`config.mk`:
```
export PLATFORM = sky130hd
export DESIGN_NAME = disp_bringup_seq
export DESIGN_NICKNAME = d
export VERILOG_FILES = /design/src/rtl/dps_pkg.sv /design/src/rtl/dps_recip_div.sv /design/src/rtl/dps_frame_period.sv /design/src/rtl/dps_wait_timer.sv /design/src/rtl/disp_bringup_seq.sv
export SDC_FILE = /design/constraint.sdc
export NUM_CORES = 1
export LEC_CHECK = 0
export BUFFER_PORTS_ARGS = -buffer_cell sky130_fd_sc_hd__buf_2
export CAP_MARGIN = 40
export CELL_PAD_IN_SITES_DETAIL_PLACEMENT = 1
export CELL_PAD_IN_SITES_GLOBAL_PLACEMENT = 2
export CORE_MARGIN = 2
export CORE_UTILIZATION = 40
export CTS_CLUSTER_DIAMETER = 60
export DETAILED_ROUTE_END_ITERATION = 10
export GPL_TIMING_DRIVEN = 0
export PLACE_DENSITY_LB_ADDON = 0.12
export REMOVE_ABC_BUFFERS = 1
export SYNTH_ARGS = -nofsm -noshare
export SYNTH_HDL_FRONTEND = slang
export SYNTH_SLANG_ARGS = --single-unit
export TNS_END_PERCENT = 30
```
`constraint.sdc`:
```
create_clock -name clk -period 3.6 [get_ports clk]
set_clock_uncertainty 0.15 [all_clocks]
set_input_delay 0.54 -clock clk [delete_from_list [all_inputs] [get_ports clk]]
set_output_delay 0.54 -clock clk [all_outputs]
set_load 0.05 [all_outputs]
```
`src/rtl/dps_pkg.sv`:
```
package dps_pkg;

   typedef enum logic [3:0] {
      S_IDLE,
      S_DIS_ENC,
      S_DIS_TC,
      S_DIS_CMP,
      S_CFG,
      S_LOAD,
      S_W1,
      S_W2,
      S_W3,
      S_CHK,
      S_DONE,
      S_FAIL
   } seq_state_e;

endpackage

```
`src/rtl/dps_recip_div.sv`:
```
// Serial restoring divider: constant numerator over a run-time divisor.
// One quotient bit per cycle; a zero divisor is treated as one.
module dps_recip_div #(
   parameter int NUM_W = 21,
   parameter int DEN_W = 8,
   parameter int NUM   = 1000000
) (
   input  logic             clk,
   input  logic             rst_n,
   input  logic             start_i,
   input  logic [DEN_W-1:0] den_i,
   output logic [NUM_W-1:0] quo_o,
   output logic             valid_o
);
   localparam int CNT_W = $clog2(NUM_W + 1);

   logic [NUM_W-1:0] num_sh_q, quo_q;
   logic [DEN_W:0]   rem_q;
   logic [DEN_W-1:0] den_q;
   logic [CNT_W-1:0] left_q;
   logic             busy_q, valid_q;
   logic [DEN_W:0]   trial;
   logic             fits;

   assign trial = (rem_q << 1) | {{DEN_W{1'b0}}, num_sh_q[NUM_W-1]};
   assign fits  = trial >= {1'b0, den_q};

   always_ff @(posedge clk or negedge rst_n) begin
      if (!rst_n) begin
         num_sh_q <= '0;
         quo_q    <= '0;
         rem_q    <= '0;
         den_q    <= DEN_W'(1);
         left_q   <= '0;
         busy_q   <= 1'b0;
         valid_q  <= 1'b0;
      end else if (start_i) begin
         num_sh_q <= NUM_W'(NUM);
         quo_q    <= '0;
         rem_q    <= '0;
         den_q    <= (den_i == '0) ? DEN_W'(1) : den_i;
         left_q   <= CNT_W'(NUM_W);
         busy_q   <= 1'b1;
         valid_q  <= 1'b0;
      end else if (busy_q) begin
         num_sh_q <= num_sh_q << 1;
         quo_q    <= {quo_q[NUM_W-2:0], fits};
         rem_q    <= fits ? (trial - {1'b0, den_q}) : trial;
         left_q   <= left_q - 1'b1;
         if (left_q == CNT_W'(1)) begin
            busy_q  <= 1'b0;
            valid_q <= 1'b1;
         end
      end
   end

   assign quo_o   = quo_q;
   assign valid_o = valid_q;

   // partial remainder stays below the divisor during the run
   a_r6_rem_below_div: assert property (@(posedge clk) disable iff (!rst_n)
      busy_q |-> (rem_q < {1'b0, den_q}));

   // a finished result stays valid until the next start
   a_r6_result_holds: assert property (@(posedge clk) disable iff (!rst_n)
      (valid_q && !start_i) |=> valid_q);

endmodule

```
`src/rtl/dps_frame_period.sv`:
```
// Frame wait length in microsecond ticks, captured at start.
module dps_frame_period #(
   parameter int PARAM_W        = 8,
   parameter int WAIT_W         = 21,
   parameter int US_PER_SEC     = 1000000,
   parameter int MARGIN_US      = 500,
   parameter bit RATE_IS_PERIOD = 1'b0
) (
   input  logic               clk,
   input  logic               rst_n,
   input  logic               start_i,
   input  logic [PARAM_W-1:0] param_i,
   output logic [WAIT_W-1:0]  period_o,
   output logic               valid_o
);
   localparam logic [WAIT_W-1:0] MARGIN = WAIT_W'(MARGIN_US);

   generate
      if (RATE_IS_PERIOD) begin : g_direct
         logic [WAIT_W-1:0] per_q;
         logic              val_q;
         always_ff @(posedge clk or negedge rst_n) begin
            if (!rst_n) begin
               per_q <= '0;
               val_q <= 1'b0;
            end else if (start_i) begin
               per_q <= WAIT_W'(param_i) + MARGIN;
               val_q <= 1'b1;
            end
         end
         assign period_o = per_q;
         assign valid_o  = val_q;
      end else begin : g_rate
         logic [WAIT_W-1:0] quo;
         logic              qv;
         dps_recip_div #(
            .NUM_W (WAIT_W),
            .DEN_W (PARAM_W),
            .NUM   (US_PER_SEC)
         ) i_div (
            .clk     (clk),
            .rst_n   (rst_n),
            .start_i (start_i),
            .den_i   (param_i),
            .quo_o   (quo),
            .valid_o (qv)
         );
         assign period_o = quo + MARGIN;
         assign valid_o  = qv;
      end
   endgenerate

endmodule

```
`src/rtl/dps_wait_timer.sv`:
```
// Down-counter of microsecond ticks; expire_o marks the last tick of a wait.
module dps_wait_timer #(
   parameter int W = 21
) (
   input  logic         clk,
   input  logic         rst_n,
   input  logic         load_i,
   input  logic [W-1:0] len_i,
   input  logic         tick_i,
   output logic         expire_o
);
   logic [W-1:0] cnt_q;
   logic         run_q;

   assign expire_o = run_q && tick_i && (cnt_q == W'(1));

   always_ff @(posedge clk or negedge rst_n) begin
      if (!rst_n) begin
         cnt_q <= '0;
         run_q <= 1'b0;
      end else if (load_i) begin
         cnt_q <= len_i;
         run_q <= 1'b1;
      end else if (run_q && tick_i) begin
         cnt_q <= cnt_q - 1'b1;
         if (cnt_q == W'(1)) run_q <= 1'b0;
      end
   end

   // a wait is never armed with a zero length
   a_r6_len_nonzero: assert property (@(posedge clk) disable iff (!rst_n)
      load_i |-> (len_i != '0));

   // the count only moves on a tick
   a_r6_tick_gated: assert property (@(posedge clk) disable iff (!rst_n)
      (run_q && !tick_i && !load_i) |=> $stable(cnt_q));

endmodule

```
`src/rtl/disp_bringup_seq.sv`:
```
module disp_bringup_seq
   import dps_pkg::*;
#(
   parameter int WAIT_W         = 21,
   parameter int PARAM_W        = 8,
   parameter int US_PER_SEC     = 1000000,
   parameter int MARGIN_US      = 500,
   parameter int MAX_RETRY      = 3,
   parameter bit RATE_IS_PERIOD = 1'b0
) (
   input  logic               clk,
   input  logic               rst_n,
   input  logic               go_i,
   input  logic [PARAM_W-1:0] frame_param_i,
   input  logic               us_tick_i,
   input  logic               cfg_done_i,
   input  logic               fifo_uflow_i,
   input  logic               fifo_oflow_i,
   output logic               fifo_clr_o,
   output logic               cfg_req_o,
   output logic               cmp_load_o,
   output logic               cmp_start_o,
   output logic               tc_en_o,
   output logic               enc_en_o,
   output logic               done_o,
   output logic               fail_o
);
   localparam int RETRY_W = (MAX_RETRY < 1) ? 1 : $clog2(MAX_RETRY + 1);
   localparam logic [RETRY_W-1:0] RETRY_LAST = RETRY_W'(MAX_RETRY);

   generate
      if (MARGIN_US < 1) begin : g_bad_margin
         $error("MARGIN_US must be at least 1");
      end
      if (PARAM_W > WAIT_W) begin : g_bad_param_w
         $error("PARAM_W must not exceed WAIT_W");
      end
      if (MAX_RETRY < 0) begin : g_bad_retry
         $error("MAX_RETRY must not be negative");
      end
      if (!RATE_IS_PERIOD && (longint'(US_PER_SEC) + MARGIN_US >= (longint'(1) << WAIT_W))) begin : g_bad_rate_w
         $error("WAIT_W too narrow for one second plus margin");
      end
      if (RATE_IS_PERIOD && ((longint'(1) << PARAM_W) - 1 + MARGIN_US >= (longint'(1) << WAIT_W))) begin : g_bad_per_w
         $error("WAIT_W too narrow for the largest period plus margin");
      end
   endgenerate

   seq_state_e          state_q, state_d;
   logic                cmp_q, tc_q, enc_q;
   logic [RETRY_W-1:0]  retry_q;
   logic                go_ok, fifo_err;
   logic [WAIT_W-1:0]   period;
   logic                per_valid;
   logic                tmr_load, tmr_exp;

   assign go_ok    = go_i && (state_q == S_IDLE || state_q == S_DONE || state_q == S_FAIL);
   assign fifo_err = fifo_uflow_i || fifo_oflow_i;

   dps_frame_period #(
      .PARAM_W        (PARAM_W),
      .WAIT_W         (WAIT_W),
      .US_PER_SEC     (US_PER_SEC),
      .MARGIN_US      (MARGIN_US),
      .RATE_IS_PERIOD (RATE_IS_PERIOD)
   ) i_period (
      .clk      (clk),
      .rst_n    (rst_n),
      .start_i  (go_ok),
      .param_i  (frame_param_i),
      .period_o (period),
      .valid_o  (per_valid)
   );

   assign tmr_load = (state_q == S_LOAD) ||
                     ((state_q == S_W1 || state_q == S_W2) && tmr_exp);

   dps_wait_timer #(.W(WAIT_W)) i_timer (
      .clk      (clk),
      .rst_n    (rst_n),
      .load_i   (tmr_load),
      .len_i    (period),
      .tick_i   (us_tick_i),
      .expire_o (tmr_exp)
   );

   always_comb begin
      state_d = state_q;
      case (state_q)
         S_IDLE, S_DONE, S_FAIL: if (go_i) state_d = S_DIS_ENC;
         S_DIS_ENC: state_d = S_DIS_TC;
         S_DIS_TC:  state_d = S_DIS_CMP;
         S_DIS_CMP: state_d = S_CFG;
         S_CFG:     if (cfg_done_i && per_valid) state_d = S_LOAD;
         S_LOAD:    state_d = S_W1;
         S_W1:      if (tmr_exp) state_d = S_W2;
         S_W2:      if (tmr_exp) state_d = S_W3;
         S_W3:      if (tmr_exp) state_d = S_CHK;
         S_CHK: begin
            if (!fifo_err)                state_d = S_DONE;
            else if (retry_q == RETRY_LAST) state_d = S_FAIL;
            else                          state_d = S_DIS_ENC;
         end
         default:   state_d = S_IDLE;
      endcase
   end

   always_ff @(posedge clk or negedge rst_n) begin
      if (!rst_n) begin
         state_q <= S_IDLE;
         cmp_q   <= 1'b0;
         tc_q    <= 1'b0;
         enc_q   <= 1'b0;
         retry_q <= '0;
      end else begin
         state_q <= state_d;
         case (state_q)
            S_IDLE, S_DONE, S_FAIL: if (go_i) retry_q <= '0;
            S_DIS_ENC: enc_q <= 1'b0;
            S_DIS_TC:  tc_q  <= 1'b0;
            S_DIS_CMP: cmp_q <= 1'b0;
            S_LOAD:    cmp_q <= 1'b1;
            S_W1:      if (tmr_exp) tc_q  <= 1'b1;
            S_W2:      if (tmr_exp) enc_q <= 1'b1;
            S_CHK: begin
               if (fifo_err) begin
                  if (retry_q == RETRY_LAST) begin
                     cmp_q <= 1'b0;
                     tc_q  <= 1'b0;
                     enc_q <= 1'b0;
                  end else begin
                     retry_q <= retry_q + 1'b1;
                  end
               end
            end
            default: ;
         endcase
      end
   end

   assign fifo_clr_o  = (state_q == S_DIS_ENC);
   assign cfg_req_o   = (state_q == S_CFG);
   assign cmp_load_o  = (state_q == S_LOAD);
   assign cmp_start_o = cmp_q;
   assign tc_en_o     = tc_q;
   assign enc_en_o    = enc_q;
   assign done_o      = (state_q == S_DONE);
   assign fail_o      = (state_q == S_FAIL);

   // the clear is one cycle wide and the encoder drops right after it
   a_r2_clr_single: assert property (@(posedge clk) disable iff (!rst_n)
      fifo_clr_o |=> (!fifo_clr_o && !enc_en_o));

   // the compositor never drops while a later stage is still on
   a_r2_cmp_drops_last: assert property (@(posedge clk) disable iff (!rst_n)
      $fell(cmp_start_o) |-> (!tc_en_o && !enc_en_o));

   // load only after a configuration handshake
   a_r3_load_after_cfg: assert property (@(posedge clk) disable iff (!rst_n)
      cmp_load_o |-> $past(cfg_req_o && cfg_done_i));

   // start follows the load strobe on the next cycle
   a_r4_start_after_load: assert property (@(posedge clk) disable iff (!rst_n)
      cmp_load_o |=> (cmp_start_o && !cmp_load_o));

   // switch-on order
   a_r5_tc_after_cmp: assert property (@(posedge clk) disable iff (!rst_n)
      $rose(tc_en_o) |-> (cmp_start_o && !enc_en_o));
   a_r5_enc_after_tc: assert property (@(posedge clk) disable iff (!rst_n)
      $rose(enc_en_o) |-> tc_en_o);

   // fail leaves every stage off, and the attempt count stays in budget
   a_r9_fail_quiet: assert property (@(posedge clk) disable iff (!rst_n)
      fail_o |-> (!cmp_start_o && !tc_en_o && !enc_en_o && !done_o));
   a_r9_retry_bound: assert property (@(posedge clk) disable iff (!rst_n)
      retry_q <= RETRY_LAST);

   // done holds with all stages on until a new go
   a_r10_done_holds: assert property (@(posedge clk) disable iff (!rst_n)
      (done_o && !go_i) |=> (done_o && cmp_start_o && tc_en_o && enc_en_o));

   // a go during configuration does not restart the attempt
   a_r11_busy_go: assert property (@(posedge clk) disable iff (!rst_n)
      (cfg_req_o && go_i) |=> !fifo_clr_o);

endmodule

```
# Yosys cells after proc, flatten, opt, wreduce, memory -nomap -nowiden
# Cells that the tools add are included.
[totals] ff_bits=96 latch_bits=0 ram_bits=0 mem_bits_ro=0 inputBits=15 output_inout_bits=8 wordCells=110 mem_count=0
[op_classes] n_addsub=5 n_mul=0 n_div=0 magnitude_cmp=1 n_eq_ne=22 shift=0 n_mux=39 bitwise_logic=1 reduce_logical=28
[op_table] operator="$mux 21" count=6
[op_table] operator="$pmux 4 s10" count=1
[op_table] operator="$mux 8" count=4
[op_table] operator="$mux 4" count=7
[op_table] operator="$add 21x9->21 const B" count=1
[op_table] operator="$eq 21x1->1 const B" count=1
[op_table] operator="$sub 21x1->21 const B" count=1
[op_table] operator="$eq 4x3->1 const B" count=4
[op_table] operator="$eq 4x4->1 const B" count=4
[op_table] operator="$ne 2x2->1 const B" count=7
[op_table] operator="$mux 1" count=12
[op_table] operator="$reduce_and 4->1" count=3
[op_table] operator="$mux 5" count=2
[op_table] operator="$reduce_bool 2->1" count=5
[op_table] operator="$ge 9x8->1" count=1
[op_table] operator="$or 9x1->9" count=1
[op_table] operator="$pmux 1 s3" count=3
[op_table] operator="$reduce_bool 3->1" count=3
[op_table] operator="$eq 4x2->1 const B" count=2
[op_table] operator="$logic_not 8->1" count=1
[op_table] operator="$sub 8x8->8" count=1
[op_table] operator="$mux 2" count=3
[op_table] operator="$eq 5x1->1 const B" count=1
[op_table] operator="$logic_and 1x1->1" count=5
[op_table] operator="12 further kinds" count=17

# Depth between registers and ports, before layout
[logic_depth] depth_word=6 ltp_mapped=8 ltp_nobuf=8

# Modules after synthesis
# A second synthesis with hierarchy kept.
[hier_totals] hier_cells=542 area_unflattened_um2=5248.8
[modules_own_cells] mod="dps_recip_div" instances=1 cells_each=275 area_each_um2=2897.8 seq_area_each_um2=1477.7
[modules_own_cells] mod="dps_wait_timer" instances=1 cells_each=144 area_each_um2=1310.0 seq_area_each_um2=550.5
[modules_own_cells] mod="disp_bringup_seq" instances=1 cells_each=77 area_each_um2=719.4 seq_area_each_um2=225.2
[modules_own_cells] mod="dps_frame_period" instances=1 cells_each=46 area_each_um2=321.6 seq_area_each_um2=0.0

# Worst setup path after synthesis
# Ideal clock, no wire load.
[synth_path] path_kind="flip-flop to output port" from="register state_q[1]" to="output port done_o" arrival_ns=2.086 required_ns=2.910 setup_slack_ns=0.824 stages_incl_launch_ff=4 path_buffers=2 cell_sequence="dfrtp_1 -> clkbuf_1 -> clkbuf_1 -> nor3b_1"
[synth_via] elab_chain_cells=1
[synth_rtl] element="start, declared" line_no="disp_bringup_seq.sv:49" text="seq_state_e state_q, state_d;"
[synth_rtl] element="start signal, assigned" line_no="disp_bringup_seq.sv:116" text="state_q <= state_d;"
[synth_rtl] element="$eq 4x4->1" line_no="disp_bringup_seq.sv:147" text="assign done_o = (state_q == S_DONE);"
[synth_rtl] element="end, declared" line_no="disp_bringup_seq.sv:25" text="output logic done_o,"
# No other way between the ends.

# Final worst setup path
[layout_path] from="register i_timer.cnt_q[2]" to="register i_timer.cnt_q[8]"
[layout_via] elab_chain_cells=5 word_cells_on_any_way=8 classes_between="add/sub (1); eq/ne (1); mux (2); reduce/logical (4)"
[layout_rtl] element="start, declared" line_no="dps_wait_timer.sv:12" text="logic [W-1:0] cnt_q;"
[layout_rtl] element="start signal, assigned" line_no="dps_wait_timer.sv:22" text="cnt_q <= len_i;"
[layout_rtl] element="start signal, assigned" line_no="dps_wait_timer.sv:25" text="cnt_q <= cnt_q - 1'b1;"
[layout_rtl] element="branches (longest 5 deep; another with $sub 21x1->21)"
# Parallel ways; which one is timed is not known. The select of a mux whose other input is x is not followed.
# A chain may end at the register's enable or synchronous reset.

==> impl_metrics.toml <==
[die]
die_h_um = 116.8
initial_core_util_pct = 40.66
die_area_mm2 = 0.01364
die_w_um = 116.8
core_mm2 = 0.01252
io_pins = 23
placementRows = 41

[cts]
cts_tree = "done"
cts_root_buffer = "clkbuf_16"
clock_latency_ns = 0.35
cts-resized-gates = 0
htree_levels = 3
cts_buffers = 9
cts_setup_buffers = 0
clk_pin_slew_worst_paths_ns = 0.06
clockBufferDepth = 2
cts.sinks = 90
hold_buffers = 0

[drt]
viasPerCell = 5.302
wl_mm = 11.21
drt-initial-drc-count = 118
antenna_left = 0
vias = 3759
wl_per_cell_um = 15.81
drtPass1Iterations = 4
drc_errors = 0

[power]
power_leakage_nw = 2.449
ir_worst_vdd_uv = 422.6
power_density_mw_per_mm2 = 880.0

[grt]
antenna_found_initial = 0
grt_util_all_layers_pct = 18.40
grt_pass1_wl_mm = 19.71
grt_max_degree = 56
first_global_vias = 3997
grt_overflow = 0

[cells_and_area]
fin_nets = 562
diodes = 0
final_layout_size_suffix_gt1_share_pct = 11.55
syn_to_final_growth_pct = 12.41
utilization_pct = 45.71

[critical_path]
cp_common_cell = "nor4_4"
cp.required_ns = 3.68
cp_max_fo = 12
path_cells = "nor4_4 > nand4_2 > nor4_4 > a31o_1 > buf_8 > mux2_4"
end_kind = "flop"
critPathLaunchType = "flop"
slowest_delay_ns = 0.70
rrSetupSlack_ns = 0.26
cpMaxStageDelayCell = "a31o_1"
worstPathArrival_ns = 3.42
critPathKind = "reg2reg"

[sta]
rsz0062_at_grt = "no"
period_share_pct = 92.79
setup_tns_ns = 0
slew_viol_final = 0
hold_viol_final = 0
tightest_slew_ns = 1.029
setup_viol = 0
fmax_ghz = 0.2994
timing.slew.headroom_pct = 31.38
finalCriticalPeriod_ns = 3.340

[logic_synthesis]
synth.top_cell.area_share_pct = 43.76
synth-async-reset-ratio_pct = 100.0
ys.flop_type = "dfrtp_1"
synth_edf_count = 0
netlist_top_cells_count = "89 x dfrtp_1, 56 x mux2i_1, 54 x nor2_1"
yosys-top-cells-area = "dfrtp_1 44%, mux2i_1 11%, xnor2_1 4.3%"
synth_top_cell_by_area = "dfrtp_1"
syn_inst = 516
syn_area_mm2 = 0.005090
yosysMostFrequentCell = "dfrtp_1"
syn_area_per_cell_um2 = 9.864
yosysSeqAreaShare_pct = 44.27
ys_types = 55
yosysWarningCount = 0
synth-seq-cells = 90

[hold_path]
hold_class = "in2async"

[status]
status = "complete, no violations"

[place]
portBuffers = 22
gp_congestion = 0.7412
hpwl_mm = 7.785

[job]
drv_cap = 0
final cells by class:
class	instances	area, um^2
Fill cell	1452	6795
Multi-Input combinational cell	382	2645
Sequential cell	90	2255
Clock buffer	10	239.0
Tap cell	172	215.2
Timing Repair Buffer	29	205.2
Clock inverter	6	87.58
Inverter	20	75.07
path summary, 6_finish.rpt:
| kind | from | endpoint | cells past startpoint |
|---|---|---|---|
| worst max-delay path | i_timer.cnt_q[2] | i_timer.cnt_q[8] | 6 |
| worst min-delay path | rst_n | i_timer.cnt_q[0] | 1 |
| worst max register to register | i_timer.cnt_q[2] | i_timer.cnt_q[8] | 6 |
| worst min register to register | i_period.g_rate.i_div.den_q[0] | i_period.g_rate.i_div.den_q[0] | 2 |
| max in group asynchronous | rst_n | i_period.g_rate.i_div.den_q[0] | 2 |
| min in group clk | frame_param_i[5] | i_period.g_rate.i_div.den_q[5] | 3 |
state kept, by name, summed over array words and instances (netlist names):
| signal | flops |
|---|---|
| state_q | 4 |
| i_period.g_rate.i_div.quo_o | 21 |
| i_period.g_rate.i_div.valid_o | 1 |
| i_period.g_rate.i_div.left_q | 5 |
| i_period.g_rate.i_div.den_q | 8 |
| i_period.g_rate.i_div.busy_q | 1 |
| cmp_start_o | 1 |
| i_timer.cnt_q | 21 |
| retry_q | 2 |
| tc_en_o | 1 |
| i_timer.run_q | 1 |
| i_period.g_rate.i_div.num_sh_q | 15 |
| enc_en_o | 1 |
| i_period.g_rate.i_div.rem_q | 8 |
through the flow:
step	instances	power [mW]	setup WS, ns	hold slack, ns	area [um^2]
2_1_floorplan	492	3.477	-0.4198	0.09441	4969
3_3_place_gp	686	3.920	-2.204	0.3109	5294
3_5_place_dp	693	4.035	0.2745	0.3200	5395
4_1_cts	709	5.118	0.2462	0.01780	5722
5_1_grt	709	5.482	0.1141	0.04285	5722
6_report	709	5.035	0.2596	0.01698	5722
placed cells by master, fill, tap and decap left out, types with 3 or more instances in the layout:
cell type	n
clkbuf_16	9
and2_1	3
nor2b_1	8
a31oi_1	5
nand3_1	11
a21o_1	4
nand2_1	40
a2111oi_0	3
mux2i_1	56
xor2_1	18
a21oi_1	23
ha_1	14
and3_1	3
a22o_1	3
nand4_1	6
or3_1	5
dfrtp_1	88
buf_4	3
buf_2	21
mux2_2	5
nor4_1	8
inv_1	20
nor3_1	18
nand2b_1	4
nor2_1	54
xnor2_1	25
or4_1	3
a211oi_1	3
o21ai_0	28
metal layers:
layer,vias up,track usage [%],part of all wire [%]
li1,1847,-,-
met4,0,7.451,1.7
met1,1865,24.19,48
met5,-,0,0
met2,34,30.56,48
met3,13,2.832,1.9
cells by family after synthesis:
| kind of cell | share of synthesized area (%) |
|---|---|
| adders and majority gates | 3.835 |
| AOI/OAI and AO/OA | 10.15 |
| xor gates and xnor gates | 7.399 |
| buffers and inverters | 3.859 |
| DFF | 44.27 |
| muxes | 12.71 |
| and+or+nand+nor | 17.77 |
power breakdown:
group	internal, mW	switching, mW
clock	0.628	0.405
combinational	1.01	1.11
sequential	1.40	0.484
critical path: cells and delay by family (launching register included):
kind | cells | cell delay [ns]
AND/OR/NAND/NOR | 3 | 1.34
AO/OA/AOI/OAI | 1 | 0.70
flip-flops | 1 | 0.46
multiplexers | 1 | 0.30
buffers and inverters | 1 | 0.25
(Power assumes the default switching activity.)
